--- src/rtl/ant_pkg.sv ---
package ant_pkg;
  typedef enum logic [1:0] {
    MAC_IDLE = 2'd0,
    MAC_RUN  = 2'd1,
    MAC_DONE = 2'd2
  } mac_state_e;

  localparam int DEF_SMP_W = 22;
  localparam int DEF_OP_W  = 8;
  localparam int DEF_CF_W  = 5;
  localparam int DEF_ACC_W = 16;
  localparam int DEF_NTAP  = 4;
  localparam int DEF_DIV   = 8;
  localparam int DEF_FRAC  = 3;
endpackage

--- src/rtl/ant_slow_tick.sv ---
module ant_slow_tick #(
  parameter int DIV = 8
) (
  input  logic clk,
  input  logic rst,
  output logic tick
);
  localparam int CNT_W = (DIV > 1) ? $clog2(DIV) : 1;
  localparam logic [CNT_W-1:0] LAST = CNT_W'(DIV - 1);

  logic [CNT_W-1:0] cnt;

  always_ff @(posedge clk) begin
    if (rst)              cnt <= '0;
    else if (cnt == LAST) cnt <= '0;
    else                  cnt <= cnt + 1'b1;
  end

  assign tick = (cnt == LAST);
endmodule

--- src/rtl/ant_hist.sv ---
module ant_hist #(
  parameter int SMP_W = 22,
  parameter int NTAP  = 4
) (
  input  logic                    clk,
  input  logic                    rst,
  input  logic                    push,
  input  logic signed [SMP_W-1:0] din,
  output logic signed [SMP_W-1:0] hist [NTAP],
  output logic                    full
);
  localparam int FILL_W = $clog2(NTAP + 1);
  localparam logic [FILL_W-1:0] FILL_MAX = FILL_W'(NTAP);

  logic [FILL_W-1:0] fill;

  for (genvar i = 0; i < NTAP; i++) begin : g_stage
    always_ff @(posedge clk) begin
      if (rst) begin
        hist[i] <= '0;
      end else if (push) begin
        if (i == 0) hist[i] <= din;
        else        hist[i] <= hist[(i > 0) ? i - 1 : 0];
      end
    end
  end

  always_ff @(posedge clk) begin
    if (rst)                           fill <= '0;
    else if (push && fill != FILL_MAX) fill <= fill + 1'b1;
  end

  assign full = (fill == FILL_MAX);
endmodule

--- src/rtl/ant_pred_mac.sv ---
module ant_pred_mac
  import ant_pkg::*;
#(
  parameter int SMP_W = 22,
  parameter int OP_W  = 8,
  parameter int CF_W  = 5,
  parameter int ACC_W = 16,
  parameter int NTAP  = 4,
  parameter int FRAC  = 3
) (
  input  logic                    clk,
  input  logic                    rst,
  input  logic                    tick,
  input  logic                    start,
  input  logic                    coef_we,
  input  logic [((NTAP > 1) ? $clog2(NTAP) : 1)-1:0] coef_sel,
  input  logic signed [CF_W-1:0]  coef_val,
  input  logic signed [SMP_W-1:0] hist [NTAP],
  output logic signed [SMP_W-1:0] pred,
  output logic                    ready
);
  localparam int TAP_W = (NTAP > 1) ? $clog2(NTAP) : 1;
  localparam int PR_W  = CF_W + OP_W;
  localparam int SHIFT = SMP_W - OP_W - FRAC;
  localparam int WD    = ACC_W + SHIFT;
  localparam logic [TAP_W-1:0] LAST_TAP = TAP_W'(NTAP - 1);
  localparam logic signed [WD-1:0] SMAX = WD'((64'sd1 <<< (SMP_W - 1)) - 64'sd1);
  localparam logic signed [WD-1:0] SMIN = -SMAX - WD'(1);

  logic signed [CF_W-1:0]  cmem [NTAP];
  mac_state_e              st;
  logic [TAP_W-1:0]        idx;
  logic signed [ACC_W-1:0] acc;
  logic signed [OP_W-1:0]  op;
  logic signed [PR_W-1:0]  prod;
  logic signed [ACC_W-1:0] acc_nx;
  logic signed [WD-1:0]    wide;
  logic signed [SMP_W-1:0] sat;

  // coefficient bank: write port only, no reset, read by tap index
  always_ff @(posedge clk) begin
    if (coef_we && (32'(coef_sel) < NTAP)) cmem[coef_sel] <= coef_val;
  end

  always_comb begin
    op     = hist[idx][SMP_W-1 -: OP_W];
    prod   = cmem[idx] * op;
    acc_nx = acc + {{(ACC_W-PR_W){prod[PR_W-1]}}, prod};
    wide   = WD'(acc_nx) <<< SHIFT;
    if (wide > SMAX)      sat = SMAX[SMP_W-1:0];
    else if (wide < SMIN) sat = SMIN[SMP_W-1:0];
    else                  sat = wide[SMP_W-1:0];
  end

  always_ff @(posedge clk) begin
    if (rst) begin
      st   <= MAC_IDLE;
      idx  <= '0;
      acc  <= '0;
      pred <= '0;
    end else if (start) begin
      st  <= MAC_RUN;
      idx <= '0;
      acc <= '0;
    end else if (st == MAC_RUN && tick) begin
      acc <= acc_nx;
      if (idx == LAST_TAP) begin
        st   <= MAC_DONE;
        pred <= sat;
      end else begin
        idx <= idx + 1'b1;
      end
    end
  end

  assign ready = (st == MAC_DONE);
endmodule

--- src/rtl/ant_decide.sv ---
module ant_decide #(
  parameter int SMP_W = 22
) (
  input  logic                    clk,
  input  logic                    rst,
  input  logic                    smp_vld,
  input  logic signed [SMP_W-1:0] smp_dat,
  input  logic signed [SMP_W-1:0] pred,
  input  logic [SMP_W-1:0]        thr,
  input  logic                    armed,
  output logic signed [SMP_W-1:0] corr,
  output logic                    out_vld,
  output logic signed [SMP_W-1:0] out_dat,
  output logic                    out_err
);
  logic signed [SMP_W:0] res;
  logic [SMP_W:0]        mag;
  logic                  hit;

  always_comb begin
    res  = {smp_dat[SMP_W-1], smp_dat} - {pred[SMP_W-1], pred};
    mag  = res[SMP_W] ? -res : res;
    hit  = armed && (mag > {1'b0, thr});
    corr = hit ? pred : smp_dat;
  end

  always_ff @(posedge clk) begin
    if (rst) begin
      out_vld <= 1'b0;
      out_dat <= '0;
      out_err <= 1'b0;
    end else begin
      out_vld <= smp_vld;
      out_err <= smp_vld && hit;
      if (smp_vld) out_dat <= corr;
    end
  end
endmodule

--- src/rtl/ant_guard.sv ---
module ant_guard
  import ant_pkg::*;
#(
  parameter int SMP_W = DEF_SMP_W,
  parameter int OP_W  = DEF_OP_W,
  parameter int CF_W  = DEF_CF_W,
  parameter int ACC_W = DEF_ACC_W,
  parameter int NTAP  = DEF_NTAP,
  parameter int DIV   = DEF_DIV,
  parameter int FRAC  = DEF_FRAC,
  localparam int TAP_W = (NTAP > 1) ? $clog2(NTAP) : 1
) (
  input  logic             clk,
  input  logic             rst,
  input  logic             smp_vld,
  input  logic [SMP_W-1:0] smp_dat,
  input  logic             coef_we,
  input  logic [TAP_W-1:0] coef_sel,
  input  logic [CF_W-1:0]  coef_val,
  input  logic             thr_we,
  input  logic [SMP_W-1:0] thr_val,
  output logic             out_vld,
  output logic [SMP_W-1:0] out_dat,
  output logic             out_err
);
  logic                    slow_tick;
  logic                    hist_full;
  logic                    pred_rdy;
  logic signed [SMP_W-1:0] hist [NTAP];
  logic signed [SMP_W-1:0] pred_q;
  logic signed [SMP_W-1:0] corr;
  logic signed [SMP_W-1:0] dat_q;
  logic [SMP_W-1:0]        thr_q;

  always_ff @(posedge clk) begin
    if (rst)         thr_q <= '1;
    else if (thr_we) thr_q <= thr_val;
  end

  ant_slow_tick #(.DIV(DIV)) u_tick (
    .clk (clk),
    .rst (rst),
    .tick(slow_tick)
  );

  ant_hist #(.SMP_W(SMP_W), .NTAP(NTAP)) u_hist (
    .clk (clk),
    .rst (rst),
    .push(smp_vld),
    .din (corr),
    .hist(hist),
    .full(hist_full)
  );

  ant_pred_mac #(
    .SMP_W(SMP_W), .OP_W(OP_W), .CF_W(CF_W),
    .ACC_W(ACC_W), .NTAP(NTAP), .FRAC(FRAC)
  ) u_mac (
    .clk     (clk),
    .rst     (rst),
    .tick    (slow_tick),
    .start   (smp_vld),
    .coef_we (coef_we),
    .coef_sel(coef_sel),
    .coef_val(coef_val),
    .hist    (hist),
    .pred    (pred_q),
    .ready   (pred_rdy)
  );

  ant_decide #(.SMP_W(SMP_W)) u_dec (
    .clk    (clk),
    .rst    (rst),
    .smp_vld(smp_vld),
    .smp_dat(smp_dat),
    .pred   (pred_q),
    .thr    (thr_q),
    .armed  (hist_full && pred_rdy),
    .corr   (corr),
    .out_vld(out_vld),
    .out_dat(dat_q),
    .out_err(out_err)
  );

  assign out_dat = dat_q;
endmodule

--- config.mk ---
export PLATFORM = sky130hd
export DESIGN_NAME = ant_guard
export DESIGN_NICKNAME = d
export VERILOG_FILES = /design/src/rtl/ant_pkg.sv /design/src/rtl/ant_slow_tick.sv /design/src/rtl/ant_hist.sv /design/src/rtl/ant_pred_mac.sv /design/src/rtl/ant_decide.sv /design/src/rtl/ant_guard.sv
export SDC_FILE = /design/constraint.sdc
export NUM_CORES = 1
export LEC_CHECK = 0
export ABC_AREA = 1
export BUFFER_PORTS_ARGS = -buffer_cell sky130_fd_sc_hd__buf_4
export CORE_AREA = 3 3 154 141
export CTS_BUF_LIST = sky130_fd_sc_hd__clkbuf_8
export DETAILED_ROUTE_END_ITERATION = 10
export DIE_AREA = 0 0 157 144
export GPL_ROUTABILITY_DRIVEN = 0
export GPL_TIMING_DRIVEN = 0
export MAX_ROUTING_LAYER = met4
export PLACE_DENSITY = 0.85
export SLEW_MARGIN = 10
export SYNTH_ARGS = -nofsm -noshare
export SYNTH_HDL_FRONTEND = slang
export SYNTH_HIERARCHICAL = 1
export SYNTH_SLANG_ARGS = --single-unit
--- constraint.sdc ---
create_clock -name clk -period 7 [get_ports clk]
set_input_delay 0.7 -clock clk [delete_from_list [all_inputs] [get_ports clk]]
set_output_delay 0.7 -clock clk [all_outputs]
set_load 0.02 [all_outputs]
# Word level (Yosys, flattened, before mapping)
# Memories as Yosys holds them, arrays and structs flattened. A register that Yosys moved wholly into a read port is not among the register bits.
# Index checks and enable logic that the tools add are counted.
# classes
eq_ne	6
n_reduce_logical	13
multipliers	1
muxes	14
add_sub_neg	6
bitwise	3
order_cmp	4
# op_table
op	n
22-bit two-way mux	5
22-bit binary-select mux with 2-bit select	1
27-bit by 22-bit > comparator with 1-bit output (second input constant)	1
27-bit by 22-bit < comparator with 1-bit output (second input constant)	1
23-bit by 22-bit > comparator with 1-bit output	1
23-bit two-way mux	1
23-bit negation	1
22-bit by 22-bit subtractor with 23-bit output	1
16-bit adder	1
5-bit by 8-bit multiplier with 13-bit output	1
3-bit by 1-bit adder with 3-bit output (second input constant)	2
3-bit == test (second input constant)	2
2-bit AND reduction	3
1-bit logical AND	5
1-bit two-way mux	5
2-bit == test (second input constant)	2
2-bit two-way mux	2
2-bit nonzero test	2
2-bit OR reduction	2
3-bit greater-or-equal comparator (second input constant)	1
3-bit != test (second input constant)	1
2-bit inverter with 3-bit output	1
3-bit AND reduction	1
2-bit by 1-bit adder with 2-bit output (second input constant)	1
other kinds (2)	3
# word_totals
n_memories	1
word_cells	62
ram_bits	20
output_inout_bits	24
ff_bits	160
# mem_list
name	depth	width	read_ports	rd_ports_with_merged_regs	write_ports	line	text
u_mac.cmem	4	5	1	1	1	ant_pred_mac.sv:30	logic signed [CF_W-1:0] cmem [NTAP];

# Longest topological paths before layout
# logic_depth
word_depth	9
depth_mapped	38

# By module
# The synthesis kept the hierarchy.
# modules_own_cells
mod	area_each_um2	seq_area_each_um2	cells_each	instances
ant_pred_mac	4909.7	1281.2	672	1
ant_decide	3960.0	480.5	712	1
ant_hist	3188.1	1821.7	408	1
ant_guard	778.2	440.4	98	1
ant_slow_tick	117.6	60.1	13	1

# Least setup slack after synthesis
# Ideal clock, no wire load.
# synth_timing
path_type	flip-flop to flip-flop
from	register u_mac.idx[0]
to	register u_mac.pred[13]
path_buffers	3
stages_incl_launch_ff	34
t_required_ps	6878
synth_period_minus_slack_ps	5751
arrival_time_ps	5629
setup_time_ps	122
path_slack_ps	1249
path_cell_list	dfxtp_1 clkbuf_1 buf_1 nand2_1 a32oi_1 inv_1 nor2_1 fa_1 fa_1 inv_1 fa_1 inv_1 ha_1 a21oi_1 nand2_1 a21oi_1 o21bai_1 nand2_1 nand2_1 a21oi_1 xnor2_1 ha_1 nand2_1 inv_1 nand2_1 inv_1 a21oi_1 nand2_2 xnor2_1 nand2_1 nand2_1 a21oi_2 buf_6 a21oi_2
# synth_via
elab_chain_cells	9
# synth_rtl
element	line	text
from (decl)	ant_pred_mac.sv:32	logic [TAP_W-1:0] idx;
from (signal assigned)	ant_pred_mac.sv:71	idx <= idx + 1'b1;
2-bit inverter with 3-bit output (not written as such)	ant_pred_mac.sv:46	op = hist[idx][SMP_W-1 -: OP_W];
22-bit binary-select mux with 2-bit select	ant_pred_mac.sv:46	
22-bit two-way mux (not written as such) (2 in series)	ant_pred_mac.sv:46	
5-bit by 8-bit multiplier with 13-bit output	ant_pred_mac.sv:47	prod = cmem[idx] * op;
16-bit adder	ant_pred_mac.sv:48	acc_nx = acc + {{(ACC_W-PR_W){prod[PR_W-1]}}, prod};
27-bit by 22-bit < comparator with 1-bit output	ant_pred_mac.sv:51	else if (wide < SMIN) sat = SMIN[SMP_W-1:0];
22-bit two-way mux	ant_pred_mac.sv:51	
22-bit two-way mux	ant_pred_mac.sv:50	if (wide > SMAX) sat = SMAX[SMP_W-1:0];
to (signal assigned)	ant_pred_mac.sv:69	pred <= sat;
to (decl)	ant_pred_mac.sv:19	output logic signed [SMP_W-1:0] pred,
# Several ways; a longest one is shown, not always the timed one. The select of a mux whose other input is x is not followed.
# A chain may end at the register's enable or synchronous reset.

# Final worst setup path
# layout_timing
from	register u_mac.idx[0]
to	register u_mac.pred[19]
# Same word-level chain as after synthesis.

==> metrics.txt <==
Port Buf Inserts 79; TNS Setup 0 ns; critical path arrival 6.83 ns; unrepaired setup endpoints after global routing no; Peak Freq approximately 150 MHz; RR Endpoint u_mac/pred[19]; final slew viol count 0; crit-path max FO 10; CTS tree yes; Initial Util 0.551; Setup Viol. Count Final 0; GR Util met1 0.322; Post-CTS Resized 0; pin count of the biggest net entering global routing 17; Post-Syn Area 0.0111 sq mm; area grow syn2layout 12.1%; clock sink count 138; static leakage 0.00664 uW; Die Area 0.0226 sq mm; Worst-Skew Late Latency 0.46 ns; CP max stage cell fa_1; die extent in y 144 um; Final nets between 1500 and 2000; worst reg2reg startpoint u_mac/idx[0]; global routing's busiest layer met2; WS Path Type reg -> reg; Pwr Density approximately 190 mW/mm^2; GRT Total Usage 0.248; vias in the first global route 9842; min-delay src u_tick/cnt[0]; Crit path largest cell delay about 0.57 ns; IO Count 80; Iter 0 DRT Violations 802; post-DR wirelength/cell 13.4 um; CORE AREA 0.0200 sq mm; CTS buffer count 17; GRT met2 Usage 0.400; hold slack 0.433 ns; syn nets between 1500 and 2000; number of H-tree levels 4; grt total ovfl 0; Site Rows 49; Req. time, crit path 7.33 ns; vias per inst approximately 5.3; startpoint types flop; CP most frequent cell nand2_1; R2R cell count 33; FILL cells between 1500 and 2000; yosys warns 6; crit path to u_mac/pred[19]; Final Cycle Share 0.929; Final HPWL DP 21.6 mm; via count roughly 11000; Core Util, Final 0.618; CP Capture Type flop; average size of a mapped cell 6.65 sq um; final hold vios 0; max_slew headroom 0.434; hold_buf cts 0; ratio of cells with drive above 1 in the final layout 0.130; max_cap viols 0; # Post-CTS Setup Buffers 0; Final Critical Period 6.50 ns; drt drc 0; first-pass GRT wire length 44.8 mm; DRT antenna net count 0; Max Clock Skew 0.0193 ns; met3 usage 0.0458; Hold Crit Class reg -> reg; DR pass1 iterations 6; Worst R2R Setup Slack 0.50 ns; final wirelength 27.1 mm; worst setup path startpoint u_mac/idx[0]; Chip Width about 160 um; Post-Synthesis Cells 1661; initial antenna violation count 1; Worst-path clk slew 0.09 ns; Clock Tree Buf Depth 2; CTS Root Cell clkbuf_8; actual slew at the worst max-slew pin 0.842 ns; Max VDD drop 0.125 mV; outcome finished clean
[area by class of cell]
type | instances | area, sq um | area share
Clock buffer | 17 | 234 | 0.0189
Timing Repair Buffer | 79 | 593 | 0.0479
Buffer | 68 | 397 | 0.0320
Antenna cell | 1 | 2.50 | 0.000202
Sequential cell | 138 | 2960 | 0.239
Tap cell | 255 | 319 | 0.0257
Multi-Input combinational cell | 1175 | 6660 | 0.537
Inverter | 279 | 1050 | 0.0847
Clock inverter | 15 | 174 | 0.0140
[metrics by stage]
| stage | worst slack, ns | instances | total power (uW) | instance area, sq um |
|---|---|---|---|---|
| floorplan | 1.25 | 1661 | 1510 | 11100 |
| global placement | 0.465 | 1995 | 1700 | 12000 |
| detailed placement | 0.273 | 1995 | 1730 | 12000 |
| CTS | 0.181 | 2027 | 2410 | 12400 |
| global route | 0.00234 | 2027 | 2570 | 12400 |
| finish | 0.498 | 2027 | 2410 | 12400 |
[per-layer routing]
metal	wire length, um	share of wire
met5	0	0
met4	567	0.021
met3	2000	0.074
met2	12400	0.46
met1	12200	0.45
[critical path, delay by kind of cell (launching register included)]
family,cells,cell delay [ns]
adder cells (fa/ha/maj),5,2.23
flip-flops,1,0.39
XOR/XNOR,2,0.30
buffers and inverters,8,1.13
AO/OA/AOI/OAI,7,1.25
AND/OR/NAND/NOR,11,1.06
[flip-flops by register name, summed over array words and instances, names as in the netlist, 2 cells and up, named ones only]
signal	count
u_hist/fill	3
u_dec/out_dat	22
u_mac/cmem	20
u_mac/pred	12
u_mac/st	2
u_hist/hist	32
u_mac/idx	2
thr_q	22
u_mac/acc	16
u_tick/cnt	3
[power by group]
part           leakage [uW]  internal, uW  switching (uW)
clock              0.000204           301             377
combinational       0.00528           315             546
sequential          0.00116           842            24.1
total               0.00664          1460             947
[worst min-delay path by stage]
stage / endpoint / slack (ns) / depth (start not counted)
after floorplan: u_tick/cnt[0] / 0.40 / 1
after detailed placement: u_tick/cnt[0] / 0.42 / 1
final: u_tick/cnt[0] / 0.43 / 1
after CTS: u_mac/cmem[0][1] / 0.42 / 1
after global placement: u_tick/cnt[0] / 0.41 / 1
after global routing: u_mac/cmem[0][1] / 0.42 / 1
[placed cells by master, fill, tap and decap left out, types with 4 or more instances in the layout]
cell type	count
o21ai_0	74
inv_1	268
inv_2	6
dfxtp_1	118
clkbuf_1	24
nor3_1	12
nor2_2	6
nor2_1	230
clkbuf_2	8
ha_1	87
xnor2_1	14
nand3_1	123
a32o_1	4
buf_4	94
a21oi_1	62
clkinv_1	4
a21oi_2	12
nand4_1	13
inv_6	6
edfxtp_1	20
fa_1	28
a32oi_1	7
buf_6	8
nand3b_1	8
nand3_2	6
buf_2	12
o21bai_1	6
clkbuf_8	17
xor2_1	30
nand2_2	38
nand2_1	390
(Power assumes the default switching activity.)
